**config.mk**
```make
export PLATFORM = sky130hd
export DESIGN_NAME = td_status_updater
export DESIGN_NICKNAME = d
export VERILOG_FILES = /design/src/rtl/td_pkg.sv /design/src/rtl/td_token_decode.sv /design/src/rtl/td_status_calc.sv /design/src/rtl/td_status_updater.sv
export SDC_FILE = /design/constraint.sdc
export NUM_CORES = 1
export LEC_CHECK = 0
export ABC_AREA = 1
export CAP_MARGIN = 20
export CORE_MARGIN = 10
export CORE_UTILIZATION = 42
export DETAILED_ROUTE_END_ITERATION = 10
export PLACE_DENSITY = 0.82
export SLEW_MARGIN = 10
export SYNTH_ARGS = -nofsm -noshare
export SYNTH_HDL_FRONTEND = slang
export SYNTH_SLANG_ARGS = --single-unit
```
**constraint.sdc**
```tcl
create_clock -name clk -period 1.7 [get_ports clk]
set_input_delay 0.34 -clock clk [delete_from_list [all_inputs] [get_ports clk]]
set_output_delay 0.34 -clock clk [all_outputs]
set_load 0.03 [all_outputs]
```
**src/rtl/td_pkg.sv**
```systemverilog
package td_pkg;
    localparam int CW        = 32;
    localparam int LEN_W     = 11;
    localparam int B_SPD     = 29;
    localparam int B_ERR_HI  = 28;
    localparam int B_ERR_LO  = 27;
    localparam int B_IOS     = 25;
    localparam int B_IOC     = 24;
    localparam int B_ACT     = 23;
    localparam int B_STALL   = 22;
    localparam int B_BABBLE  = 20;
    localparam int B_NAK     = 19;
    localparam int B_TMO     = 18;
    localparam logic [CW-1:0] STATUS_MASK = 32'h007E_0000;

    localparam logic [7:0] PID_OUT   = 8'hE1;
    localparam logic [7:0] PID_IN    = 8'h69;
    localparam logic [7:0] PID_SETUP = 8'h2D;

    localparam logic [2:0] OC_DATA   = 3'd0;
    localparam logic [2:0] OC_NODEV  = 3'd1;
    localparam logic [2:0] OC_NAK    = 3'd2;
    localparam logic [2:0] OC_STALL  = 3'd3;
    localparam logic [2:0] OC_BABBLE = 3'd4;

    typedef enum logic [1:0] {
        RES_ADVANCE = 2'd0,
        RES_STAY    = 2'd1,
        RES_ABORT   = 2'd2
    } result_e;

    typedef struct packed {
        logic [CW-1:0] ctrl;
        result_e       res;
        logic          ioc;
        logic          short_pkt;
        logic          ctl_err;
        logic          proc_err;
    } upd_t;
endpackage

```
**src/rtl/td_token_decode.sv**
```systemverilog
module td_token_decode
    import td_pkg::*;
(
    input  logic [CW-1:0]    tok,
    output logic [7:0]       pid,
    output logic [6:0]       dev_addr,
    output logic [3:0]       endp,
    output logic [LEN_W-1:0] maxlen,
    output logic             pid_ok,
    output logic             is_in,
    output logic             is_setup
);
    logic unused_tok;
    assign unused_tok = ^tok[20:19];

    always_comb begin
        pid      = tok[7:0];
        dev_addr = tok[14:8];
        endp     = tok[18:15];
        maxlen   = tok[31:21] + LEN_W'(1);
        is_in    = (pid == PID_IN);
        is_setup = (pid == PID_SETUP);
        pid_ok   = is_in || is_setup || (pid == PID_OUT);
    end
endmodule

```
**src/rtl/td_status_calc.sv**
```systemverilog
module td_status_calc
    import td_pkg::*;
#(
    parameter int CNT_W = 12
) (
    input  logic [CW-1:0]    ctrl,
    input  logic [LEN_W-1:0] maxlen,
    input  logic             pid_ok,
    input  logic             is_in,
    input  logic             is_setup,
    input  logic [2:0]       outcome,
    input  logic [CNT_W-1:0] count,
    output upd_t             upd
);
    logic [CW-1:0]    c;
    logic [2:0]       kind;
    logic [LEN_W-1:0] len;
    logic [1:0]       errc;

    always_comb begin
        upd  = '0;
        c    = ctrl & ~STATUS_MASK;
        kind = outcome;
        len  = maxlen;
        errc = 2'd0;
        if (!ctrl[B_ACT]) begin
            upd.ctrl = ctrl;
            upd.res  = RES_STAY;
            upd.ioc  = ctrl[B_IOC];
        end else if (!pid_ok) begin
            upd.ctrl     = ctrl;
            upd.res      = RES_ABORT;
            upd.proc_err = 1'b1;
        end else begin
            if (outcome == OC_DATA && is_in) begin
                if (count > CNT_W'(maxlen)) kind = OC_BABBLE;
                else                        len  = count[LEN_W-1:0];
            end
            if (kind == OC_NAK) begin
                c[B_NAK] = 1'b1;
                if (is_setup) kind = OC_NODEV;
            end
            case (kind)
                OC_DATA: begin
                    c[LEN_W-1:0] = len - LEN_W'(1);
                    c[B_ACT]     = 1'b0;
                    if (is_in && ctrl[B_SPD] && (len < maxlen)) begin
                        upd.short_pkt = 1'b1;
                        upd.res       = RES_STAY;
                    end else begin
                        upd.res = RES_ADVANCE;
                    end
                end
                OC_NAK: upd.res = RES_STAY;
                OC_STALL: begin
                    c[B_STALL] = 1'b1;
                    c[B_ACT]   = 1'b0;
                    upd.res    = RES_STAY;
                end
                OC_BABBLE: begin
                    c[B_STALL]  = 1'b1;
                    c[B_BABBLE] = 1'b1;
                    c[B_ACT]    = 1'b0;
                    upd.res     = RES_ABORT;
                end
                default: begin
                    c[B_TMO] = 1'b1;
                    errc     = c[B_ERR_HI:B_ERR_LO];
                    if (errc != 2'd0) begin
                        errc = errc - 2'd1;
                        if (errc == 2'd0) begin
                            c[B_ACT]    = 1'b0;
                            upd.ctl_err = 1'b1;
                        end
                    end
                    c[B_ERR_HI:B_ERR_LO] = errc;
                    upd.res = RES_STAY;
                end
            endcase
            if (c[B_IOS]) c[B_ACT] = 1'b0;
            upd.ctrl = c;
            upd.ioc  = c[B_IOC] & ~c[B_ACT];
        end
    end
endmodule

```
**src/rtl/td_status_updater.sv**
```systemverilog
module td_status_updater
    import td_pkg::*;
#(
    parameter int CNT_W = 12
) (
    input  logic             clk,
    input  logic             rst_n,
    input  logic             in_valid,
    input  logic [31:0]      td_ctrl,
    input  logic [31:0]      td_token,
    input  logic [2:0]       xfer_outcome,
    input  logic [CNT_W-1:0] xfer_count,
    output logic [7:0]       pkt_pid,
    output logic [6:0]       pkt_addr,
    output logic [3:0]       pkt_endp,
    output logic [10:0]      pkt_maxlen,
    output logic             out_valid,
    output logic [31:0]      upd_ctrl,
    output logic [1:0]       upd_result,
    output logic             cause_ioc,
    output logic             cause_short,
    output logic             err_ctl,
    output logic             err_proc
);
    typedef enum logic {ST_IDLE = 1'b0, ST_REPORT = 1'b1} state_e;

    state_e state, state_nx;
    logic   pid_ok, is_in, is_setup;
    upd_t   upd_c, upd_q;

    td_token_decode u_dec (
        .tok      (td_token),
        .pid      (pkt_pid),
        .dev_addr (pkt_addr),
        .endp     (pkt_endp),
        .maxlen   (pkt_maxlen),
        .pid_ok   (pid_ok),
        .is_in    (is_in),
        .is_setup (is_setup)
    );

    td_status_calc #(.CNT_W(CNT_W)) u_calc (
        .ctrl     (td_ctrl),
        .maxlen   (pkt_maxlen),
        .pid_ok   (pid_ok),
        .is_in    (is_in),
        .is_setup (is_setup),
        .outcome  (xfer_outcome),
        .count    (xfer_count),
        .upd      (upd_c)
    );

    // next-state: ACCEPT / CHAIN on in_valid, DRAIN otherwise
    always_comb begin
        unique case (state)
            ST_IDLE:   state_nx = in_valid ? ST_REPORT : ST_IDLE;
            ST_REPORT: state_nx = in_valid ? ST_REPORT : ST_IDLE;
            default:   state_nx = ST_IDLE;
        endcase
    end

    always_ff @(posedge clk or negedge rst_n) begin
        if (!rst_n) state <= ST_IDLE;
        else        state <= state_nx;
    end

    always_ff @(posedge clk or negedge rst_n) begin
        if (!rst_n)        upd_q <= '0;
        else if (in_valid) upd_q <= upd_c;
    end

    always_comb begin
        out_valid   = (state == ST_REPORT);
        upd_ctrl    = upd_q.ctrl;
        upd_result  = upd_q.res;
        cause_ioc   = upd_q.ioc;
        cause_short = upd_q.short_pkt;
        err_ctl     = upd_q.ctl_err;
        err_proc    = upd_q.proc_err;
    end

    // inactive descriptors pass through untouched
    a_r1_inactive_pass: assert property (@(posedge clk) disable iff (!rst_n)
        in_valid && !td_ctrl[B_ACT] |=> upd_ctrl == $past(td_ctrl) && upd_result == 2'd1);
    // one report cycle per accepted strobe
    a_r3_valid_follows: assert property (@(posedge clk) disable iff (!rst_n)
        in_valid |=> out_valid);
    a_r3_no_spurious: assert property (@(posedge clk) disable iff (!rst_n)
        !in_valid |=> !out_valid);
    // a short packet never advances
    a_r7_short_stays: assert property (@(posedge clk) disable iff (!rst_n)
        out_valid && cause_short |-> upd_result == 2'd1 && !upd_ctrl[B_ACT]);
    // controller error only with an exhausted counter and timeout flag
    a_r8_err_exhausted: assert property (@(posedge clk) disable iff (!rst_n)
        out_valid && err_ctl |-> upd_ctrl[B_ERR_HI:B_ERR_LO] == 2'd0 && upd_ctrl[B_TMO] && !upd_ctrl[B_ACT]);
    // a frame abort without an illegal PID carries babble status
    a_r11_abort_babble: assert property (@(posedge clk) disable iff (!rst_n)
        out_valid && upd_result == 2'd2 && !err_proc |-> upd_ctrl[B_BABBLE] && upd_ctrl[B_STALL] && !upd_ctrl[B_ACT]);
    // completion cause needs a retired descriptor with the IOC bit
    a_r14_ioc_retired: assert property (@(posedge clk) disable iff (!rst_n)
        out_valid && cause_ioc |-> upd_ctrl[B_IOC] && !upd_ctrl[B_ACT]);
endmodule

```
==> flow_summary.toml, run 1 <==
[clock_tree]
path_clk_slew_ns = 0.08
htreeDepth = 2
clock_latency_ns = 0.30
cts.sinks = 39
cts-root-buf = "clkbuf_8"
cts_buffer_depth = 2
cts_tree = "built"
cts_made_buffers = 5

[power_and_ir_drop]
p_per_area_nw_per_um2 = 525
power.total_mw = 3.37
cellLeakagePower_nw = 3.36
vdd_ir_drop_max_mv = 0.325

[placement]
place_hpwl_um = 9780
numPortBuffers = 126
gp_congestion = 0.917
placed_cells_incl_taps = 765

[floorplan]
start_util = 0.439
io_pins = 151
core_um2 = 7370
die_w_um = 108
rows = 31
die_y_um = 108
die_area_um2 = 11600

[critical_path]
critPathMaxFanout = 5
worstPathArrival_ns = 3.48
crit_path_top_delay_cell = "ha_1"
worstSetupEndpoint = "upd_result[0]"
critPathKind = "input pin to flip-flop"
reg2reg_depth = 2
regToRegStartpoint = "upd_result[0]"
worstReg2RegEnd = "upd_result[0]"
max_stage_delay_ns = 0.31
crit_chain = "buf_8 -> ha_4 -> nand2_4 -> inv_4 -> buf_4 -> nand2_2 -> xnor2_4 -> inv_1 -> ha_1 -> nand3_1 -> nor2_2 -> nand3_2 -> nand3_4 -> nand2_4 -> buf_6 -> nand3_1 -> nand2_1 -> ha_4 -> buf_4 -> nand4_1 -> nand3b_1 -> nand2_1 -> nand2_2 -> a21oi_2"
cp-end-kind = "flip-flop"
startpoint = "td_token[21]"
start_kind = "input pin"
required_ns = 1.88
rrSetupSlack_ns = 0.83

[run_status]
status = "finished with violations"
violations = "negative setup slack"

[routing]
drtAntennaViolNets = 0
routed_via_density = 5.77
drt_wl_total_um = 17200
via_count = 4683
drt-initial-drc-count = 389
route.detailed.wl_per_inst_um = 21.2
drcViolationCount = 0
drt_pass1_iterations = 5

[cells_and_area]
fin_cells = 812
drive_gt1_frac = 0.435
antenna_cells = 0
area_growth_pct = 98.2
final_core_util = 0.870
fin_nets = 812
fillCellCount = 332

[synthesis]
yosysTopAreaCell = "dfrtp_1"
syn_nets = 569
synth.most_common_cell = "nand2_1"
async_flop_share = 1.00
synth_cells = 469
synth_cell_types = 43
syn_avg_cell_area_um2 = 6.90
synthTopCellsByArea = "dfrtp_1 (30%), nand2_1 (20%), ha_1 (7.0%)"
yosys_most_used_dff = "dfrtp_1"
synth_edf_count = 0
synth.ff_latch_count = 39
synth_common_cells = "nand2_1 (170), inv_1 (48), dfrtp_1 (39), nand3_1 (38), nor2_1 (29)"
yosysSeqAreaShare = 0.302
synth_top_area_share = 0.302
yosysWarnings = 0
syn_area_um2 = 3240

[job]
maxCapViolCount = 0

[timing]
setup-violations-final = 33
rsz0062_at_grt = "yes"
drv_slew = 0
fin_crit_sh = 1.94
worstMarginPinSlew_ns = 0.504
max_slew_margin = 0.664
skew_ns = 0
hold_viol = 0
post-route-min-period_ns = 3.30
worst_slack_ns = -1.60
fmax_mhz = 303

[grt]
track_usage = 0.222
grt_pass1_wl_um = 21000
grt_antenna_before_repair = 0
grt_max_degree = 40
grt_pass1_vias = 4242
overflow = 0

[hold_path]
holdCritPathClass = "input pin to asynchronous set/reset pin"
==> how the worst min path moves through the flow <==
| stage | startpoint | slack (ns) | end | cells past startpoint |
|---|---|---|---|---|
| floorplan | rst_n | 0.04 | cause_ioc | 0 |
| global placement | rst_n | 0.41 | upd_ctrl[12] | 2 |
| detailed placement | rst_n | 0.42 | upd_ctrl[21] | 2 |
| CTS | rst_n | 0.1 | upd_ctrl[21] | 2 |
| global route | rst_n | 0.11 | upd_ctrl[20] | 2 |
| finish | rst_n | 0.09 | upd_ctrl[12] | 2 |
==> cells in the final DEF, fill, tap and decap left out, drive strengths merged, types with 18 or more instances in the layout <==
| cell type | instances |
|---|---|
| buf | 164 |
| clkdlybuf4s50 | 66 |
| dfrtp | 39 |
| dlymetal6s2s | 23 |
| ha | 18 |
| inv | 52 |
| nand2 | 181 |
| nand3 | 44 |
| nor2 | 36 |
| o21ai | 29 |
==> worst max-delay path, delay by kind of cell <==
| family | cells | cell delay (ns) |
|---|---|---|
| adders and majority gates | 3 | 0.77 |
| AOI/OAI and AO/OA | 1 | 0.06 |
| xor gates and xnor gates | 1 | 0.14 |
| buffers and inverters | 6 | 0.64 |
| and+or+nand+nor | 13 | 1.51 |
==> cells by family (layout without fill, tap and decap cells) <==
group	count (synthesis)	in the layout	share of synthesized area
and+or+nand+nor	278	279	0.402
buffers and inverters	82	325	0.121
AOI/OAI and AO/OA	47	47	0.0924
DFF	39	39	0.302
adders and majority gates	18	18	0.0696
xor gates and xnor gates	5	5	0.0135
==> where the power goes <==
| part | switching [mW] | internal [mW] |
|---|---|---|
| Clock | 0.352 | 0.287 |
| Sequential | 0.0498 | 1.00 |
| Combinational | 0.897 | 0.775 |
| Total | 1.30 | 2.07 |
==> stage by stage <==
stage	setup WS, ns	setup TNS, ns	cell area (µm²)	hold WS (ns)
2_1_floorplan	-1.53	-24.33	3360	0.0444
3_3_place_gp	-2.09	-43.90	5340	0.414
3_5_place_dp	-2.25	-47.45	5340	0.415
4_1_cts	-1.33	-25.26	5900	0.0964
5_1_grt	-1.67	-34.86	6410	0.111
6_report	-1.60	-32.16	6410	0.0857
==> what timing repair did <==
| action | CTS | global route |
|---|---|---|
| pin swaps | 50 | 45 |
| gates cloned | 2 | 0 |
| buffers inserted | 31 | 22 |
| hold buffers | 0 | 0 |
| setup endpoints to repair | 38 | 52 |
| gates resized for setup | 120 | 119 |
==> sequential cells by signal (all words and copies together), names as in the netlist <==
| name | count |
|---|---|
| cause_ioc | 1 |
| err_ctl | 1 |
| out_valid | 1 |
| cause_short | 1 |
| upd_ctrl | 32 |
| upd_result | 2 |
| err_proc | 1 |
==> final cells by class <==
cell class,count,area [µm²],area share
Clock buffer,6,72.6,0.0113
Clock inverter,2,12.5,0.00195
Inverter,52,210,0.0328
Multi-Input combinational cell,349,2510,0.391
Sequential cell,39,976,0.152
Tap cell,99,124,0.0193
Timing Repair Buffer,264,2510,0.391
Timing Repair inverter,1,5.00,0.000780
==> routing by layer <==
layer	wire length (µm)	part of all wire	vias up	GRT usage
met5	0	0	-	0
met4	876	0.051	0	0.0802
met3	1630	0.095	89	0.0527
met2	8530	0.50	370	0.404
met1	6170	0.36	2253	0.243
li1	-	-	1971	-
No activity file was read; power rests on OpenSTA's default activity.
==> inputs of run 2 (changes only) <==
==> constraint.sdc (replaced) <==
create_clock -name clk -period 3.5 [get_ports clk]
set_input_delay 0.875 -clock clk [delete_from_list [all_inputs] [get_ports clk]]
set_output_delay 0.875 -clock clk [all_outputs]
set_load 0.03 [all_outputs]
==> run 2 against run 1 <==
- the run still ends with negative setup slack left
- clock skew is the same
- setup slack gained 1.5 ns
- routed wire length shrank 34%
- global-route usage shrank 4.1 points
- sequential share of layout area grew 2.6 points
- critical path type unchanged
- critical endpoint unchanged
- highest routed layer unchanged
==> flow_summary.toml, run 2 (synthesis results as in run 1) <==
[run_status]
status = "finished with violations"
violations = "negative setup slack"

[critical_path]
critPathKind = "input pin to flip-flop"
cp-end-kind = "flip-flop"
worstPathArrival_ns = 3.74
rrSetupSlack_ns = 2.70
critPathMaxFanout = 7
start_kind = "input pin"
required_ns = 3.67

[floorplan]
die_area_um2 = 11600
rows = 31
die_w_um = 108
die_y_um = 108
io_pins = 151
start_util = 0.439
core_um2 = 7370

[clock_tree]
cts_tree = "built"
htreeDepth = 2
path_clk_slew_ns = 0.08
cts-root-buf = "clkbuf_8"
cts_hold_repair.buffers = 0
cts_made_buffers = 5
clock_latency_ns = 0.28
cts.sinks = 39
cts_buffer_depth = 2

[power_and_ir_drop]
vdd_ir_drop_max_mv = 0.151
power.total_mw = 1.46
p_per_area_nw_per_um2 = 268
cellLeakagePower_nw = 2.71

[routing]
drcViolationCount = 0
via_count = 3842
drtAntennaViolNets = 0
drt_wl_total_um = 11300
drt-initial-drc-count = 145
route.detailed.wl_per_inst_um = 14.8
routed_via_density = 5.02
drt_pass1_iterations = 5

[timing]
worstMarginPinSlew_ns = 0.849
tns_ns = -0.147
post-route-min-period_ns = 3.57
worst_slack_ns = -0.0744
skew_ns = 0
fmax_mhz = 280
fin_crit_sh = 1.02
rsz0062_at_grt = "yes"
max_slew_margin = 0.434
drv_slew = 0
setup-violations-final = 3
hold_viol = 0

[cells_and_area]
largest_reg_flops = 32
final_cell_mix = "nand2_1 (158), clkdlybuf4s50_1 (106), buf_4 (98)"
drive_gt1_frac = 0.290
final_core_util = 0.742
fin_nets = 765
final_common_cell = "nand2_1"
antenna_cells = 0
area_growth_pct = 68.8

[grt]
met1_usage = 0.197
grt_util_met2 = 0.337
grt_pass1_vias = 3763
grt_pass1_wl_um = 17500
grt_max_degree = 40
met3_usage = 0.0443
overflow = 0
grt_busiest_layer = "met2"
track_usage = 0.181
grt_antenna_before_repair = 0

[placement]
gp_congestion = 0.852
numPortBuffers = 126
place_hpwl_um = 8800

[hold_path]
holdCritPathClass = "flip-flop to flip-flop"

[job]
maxCapViolCount = 0
==> run 2: cell count changes in the layout (fill, tap and decap cells not counted), moves of 10 or more <==
cell,before,now
nand2_1,138,158
nand3_1,23,33
clkdlybuf4s50_1,66,106
dlymetal6s2s_1,23,0
inv_1,32,42
nand2_4,19,8
buf_6,35,3
buf_4,117,98
==> run 2: through the flow <==
stage	std cells	setup slack (ns)	hold slack (ns)	cell area, µm²
detailed placement	741	-0.936	0.459	5100
global route	765	-0.295	0.500	5470
finish	765	-0.0744	0.474	5470
floorplan	469	-0.263	0.579	3360
CTS	757	-0.0692	0.477	5310
global placement	741	-0.780	0.453	5100
==> run 2: what timing repair did <==
| item | CTS | global route |
|---|---|---|
| setup endpoints to repair | 22 | 19 |
| pin swaps | 28 | 26 |
| resized for setup | 50 | 28 |
| cloned | 1 | 0 |
| buffers inserted | 8 | 8 |
==> run 2: critical path, stage by stage <==
cell	delay, ns
buf_8	0.08
ha_4	0.13
nand2_2	0.04
inv_2	0.06
nand2_2	0.06
inv_2	0.07
nand4_1	0.12
xor2_2	0.18
ha_1	0.30
inv_1	0.07
nor2_1	0.04
nand2_1	0.08
inv_2	0.04
a21oi_2	0.12
nand3_2	0.12
nand2_4	0.15
nand2_8	0.10
o21ai_4	0.22
inv_2	0.07
ha_4	0.27
nand2_2	0.04
o21ai_2	0.14
nand2_1	0.06
nand3b_1	0.09
nand2_1	0.07
nand2_2	0.09
a21oi_2	0.07
==> run 2: report_power, final <==
group / switching, mW / internal (mW) / total [mW]
Combinational: 0.347 / 0.308 / 0.656
Sequential: 0.0204 / 0.488 / 0.508
Clock: 0.160 / 0.139 / 0.299
Total: 0.528 / 0.936 / 1.46
==> run 2: path summary, 6_finish.rpt <==
| kind | cells past startpoint | end | startpoint |
|---|---|---|---|
| max | 27 | upd_result[0] | td_token[22] |
| min | 2 | upd_ctrl[24] | upd_ctrl[24] |
| max reg2reg | 2 | upd_result[0] | upd_result[0] |
| min reg2reg | 2 | upd_ctrl[24] | upd_ctrl[24] |
| max in group asynchronous | 1 | upd_ctrl[24] | rst_n |
| min in group asynchronous | 1 | err_ctl | rst_n |
==> run 2: layer usage <==
| layer | vias up | share of wire |
|---|---|---|
| met4 | 0 | 0.020 |
| met1 | 1758 | 0.38 |
| met5 | - | 0 |
| li1 | 1880 | - |
| met2 | 178 | 0.51 |
| met3 | 26 | 0.085 |
==> run 2: area by class of cell <==
class / instances / area (µm²)
clock buffers: 6 / 72.6
clock inverters: 2 / 12.5
fillers: 523 / 1900
inverters: 52 / 200
multi-input cells: 349 / 2150
flip-flops and latches: 39 / 976
well taps: 99 / 124
repair buffers: 218 / 1930
==> inputs of run 3 (changes only) <==
--- a/config.mk
+++ b/config.mk
@@ -15,3 +15,4 @@
 export SYNTH_ARGS = -nofsm -noshare
 export SYNTH_HDL_FRONTEND = slang
 export SYNTH_SLANG_ARGS = --single-unit
+export TNS_END_PERCENT = 20
==> run 3 against run 2 <==
- the flow now finishes without violations
- global-route usage increased by 0.54 points
- maximum frequency rose by 2.4%
- flip-flop and latch count stayed put
- utilization up 1.2 points
- hold slack better by 0.0070 ns
- register-to-register slack better by 0.07 ns
- setup slack better by 0.083 ns
- die area is the same
- clock skew is the same
- sequential power hardly changed
- critical endpoint is now cause_short
==> flow_summary.toml, run 3 (synthesis results as in run 1) <==
[power_and_ir_drop]
cellLeakagePower_nw = 2.72
switching_share = 0.344
vdd_ir_drop_max_mv = 0.144
combPwrFrac = 0.428
switching_power_mw = 0.531
power_frac_seq = 0.329
clock_power_share = 0.242
p_int_mw = 1.01
p_per_area_nw_per_um2 = 278

[timing]
max_slew_margin = 0.434
rsz0062_at_grt = "yes"
worstMarginPinSlew_ns = 0.849
skew_ns = 0
tns_ns = 0
post-route-min-period_ns = 3.49
fmax_mhz = 286
setup-violations-final = 0
hold_viol = 0
worst_slack_ns = 0.00878
fin_crit_sh = 0.997
drv_slew = 0

[grt]
grt_max_degree = 40
overflow = 0
grt_pass1_vias = 3931
grt_pass1_wl_um = 17900
grt_antenna_before_repair = 0
track_usage = 0.186

[clock_tree]
cts_buffer_depth = 2
cts.sinks = 39
htreeDepth = 2
cts_hold_repair.buffers = 0
cts_made_buffers = 5
cts-root-buf = "clkbuf_8"
clock_latency_ns = 0.29
cts_tree = "built"
path_clk_slew_ns = 0.08

[routing]
route.detailed.wl_per_inst_um = 14.8
drtAntennaViolNets = 0
drt_wl_total_um = 11300
drt_pass1_iterations = 4
routed_via_density = 4.93
drcViolationCount = 0
via_count = 3770
route.met2.wl_um = 5880
drt-initial-drc-count = 100
dr_wl_met3_um = 892
m1WireLength_um = 4260
top_layer = "met4"

[cells_and_area]
fin_cells = 765
largest_reg_flops = 32
drive_gt1_frac = 0.299
final_common_cell = "nand2_1"
area_growth_pct = 71.5
antenna_cells = 0
final_cell_mix = "nand2_1 (155), clkdlybuf4s50_1 (106), buf_4 (96)"
final_core_util = 0.753
fin_nets = 765

[floorplan]
die_w_um = 108
die_area_um2 = 11600
die_y_um = 108
core_um2 = 7370
start_util = 0.439
rows = 31
io_pins = 151

[hold_path]
holdCritPathClass = "flip-flop to flip-flop"

[critical_path]
critPathKind = "input pin to flip-flop"
crit_path_top_delay_cell = "ha_4"
start_kind = "input pin"
max_stage_delay_ns = 0.25
worstPathArrival_ns = 3.72
required_ns = 3.73
cp-end-kind = "flip-flop"
critPathMaxFanout = 6

[job]
maxCapViolCount = 0

[placement]
place_hpwl_um = 8820
pre_cts_slack_ns = -0.986
gp_congestion = 0.858
placed_cells_incl_taps = 741
numPortBuffers = 126

[run_status]
status = "finished clean"
[run 3: power by group through the flow]
stage               logic (mW)  registers, mW  clock network [mW]
finish                   0.660          0.508               0.374
detailed placement       0.616          0.516                   0
global placement         0.599          0.514                   0
CTS                      0.640          0.507               0.376
global route             0.714          0.512               0.391
floorplan                0.247          0.593                   0
[run 3: timing repair]
item                       4_1_cts  5_1_grt
resized for setup               59       24
setup buffers                   10        4
pin swaps                       29       26
setup endpoints to repair       22       19
gates cloned                     1        0
[run 3: final timing paths]
check                         startpoint             to  cells past startpoint  slack (ns)
min                          upd_ctrl[3]    upd_ctrl[3]                      2        0.48
max in group asynchronous          rst_n   upd_ctrl[24]                      1        2.29
max reg2reg                upd_result[0]  upd_result[0]                      2        2.77
max                         td_token[21]    cause_short                     26       0.009
min reg2reg                  upd_ctrl[3]    upd_ctrl[3]                      2        0.48
min in group asynchronous          rst_n    upd_ctrl[7]                      1        0.68
[run 3: routing by layer]
layer	vias to the layer above	GRT usage
met4	0	0.0668
met1	1729	0.197
li1	1878	-
met5	-	0
met2	138	0.348
met3	25	0.0449
[run 3: stage by stage]
stage                     power, mW  instance area [µm²]  hold WS [ns]
after detailed placement       1.13                 5110         0.465
final                          1.54                 5550         0.481
after floorplan               0.840                 3360         0.579
after CTS                      1.52                 5420         0.484
after global placement         1.11                 5110         0.453
after global routing           1.62                 5550         0.509
[run 3: cell type report]
| cell class | count | area [µm²] |
|---|---|---|
| repair buffers | 218 | 1950 |
| flip-flops and latches | 39 | 976 |
| fillers | 561 | 1820 |
| clock inverters | 3 | 43.8 |
| well taps | 99 | 124 |
| clock buffers | 5 | 68.8 |
| multi-input cells | 349 | 2190 |
| inverters | 52 | 195 |
[run 3: worst max-delay path, delay by kind of cell]
kind	cells	cell delay, ns
buf+inv	6	0.46
xor+xnor	1	0.11
fa+ha+maj	3	0.62
compound gates	2	0.19
simple gates	14	1.46
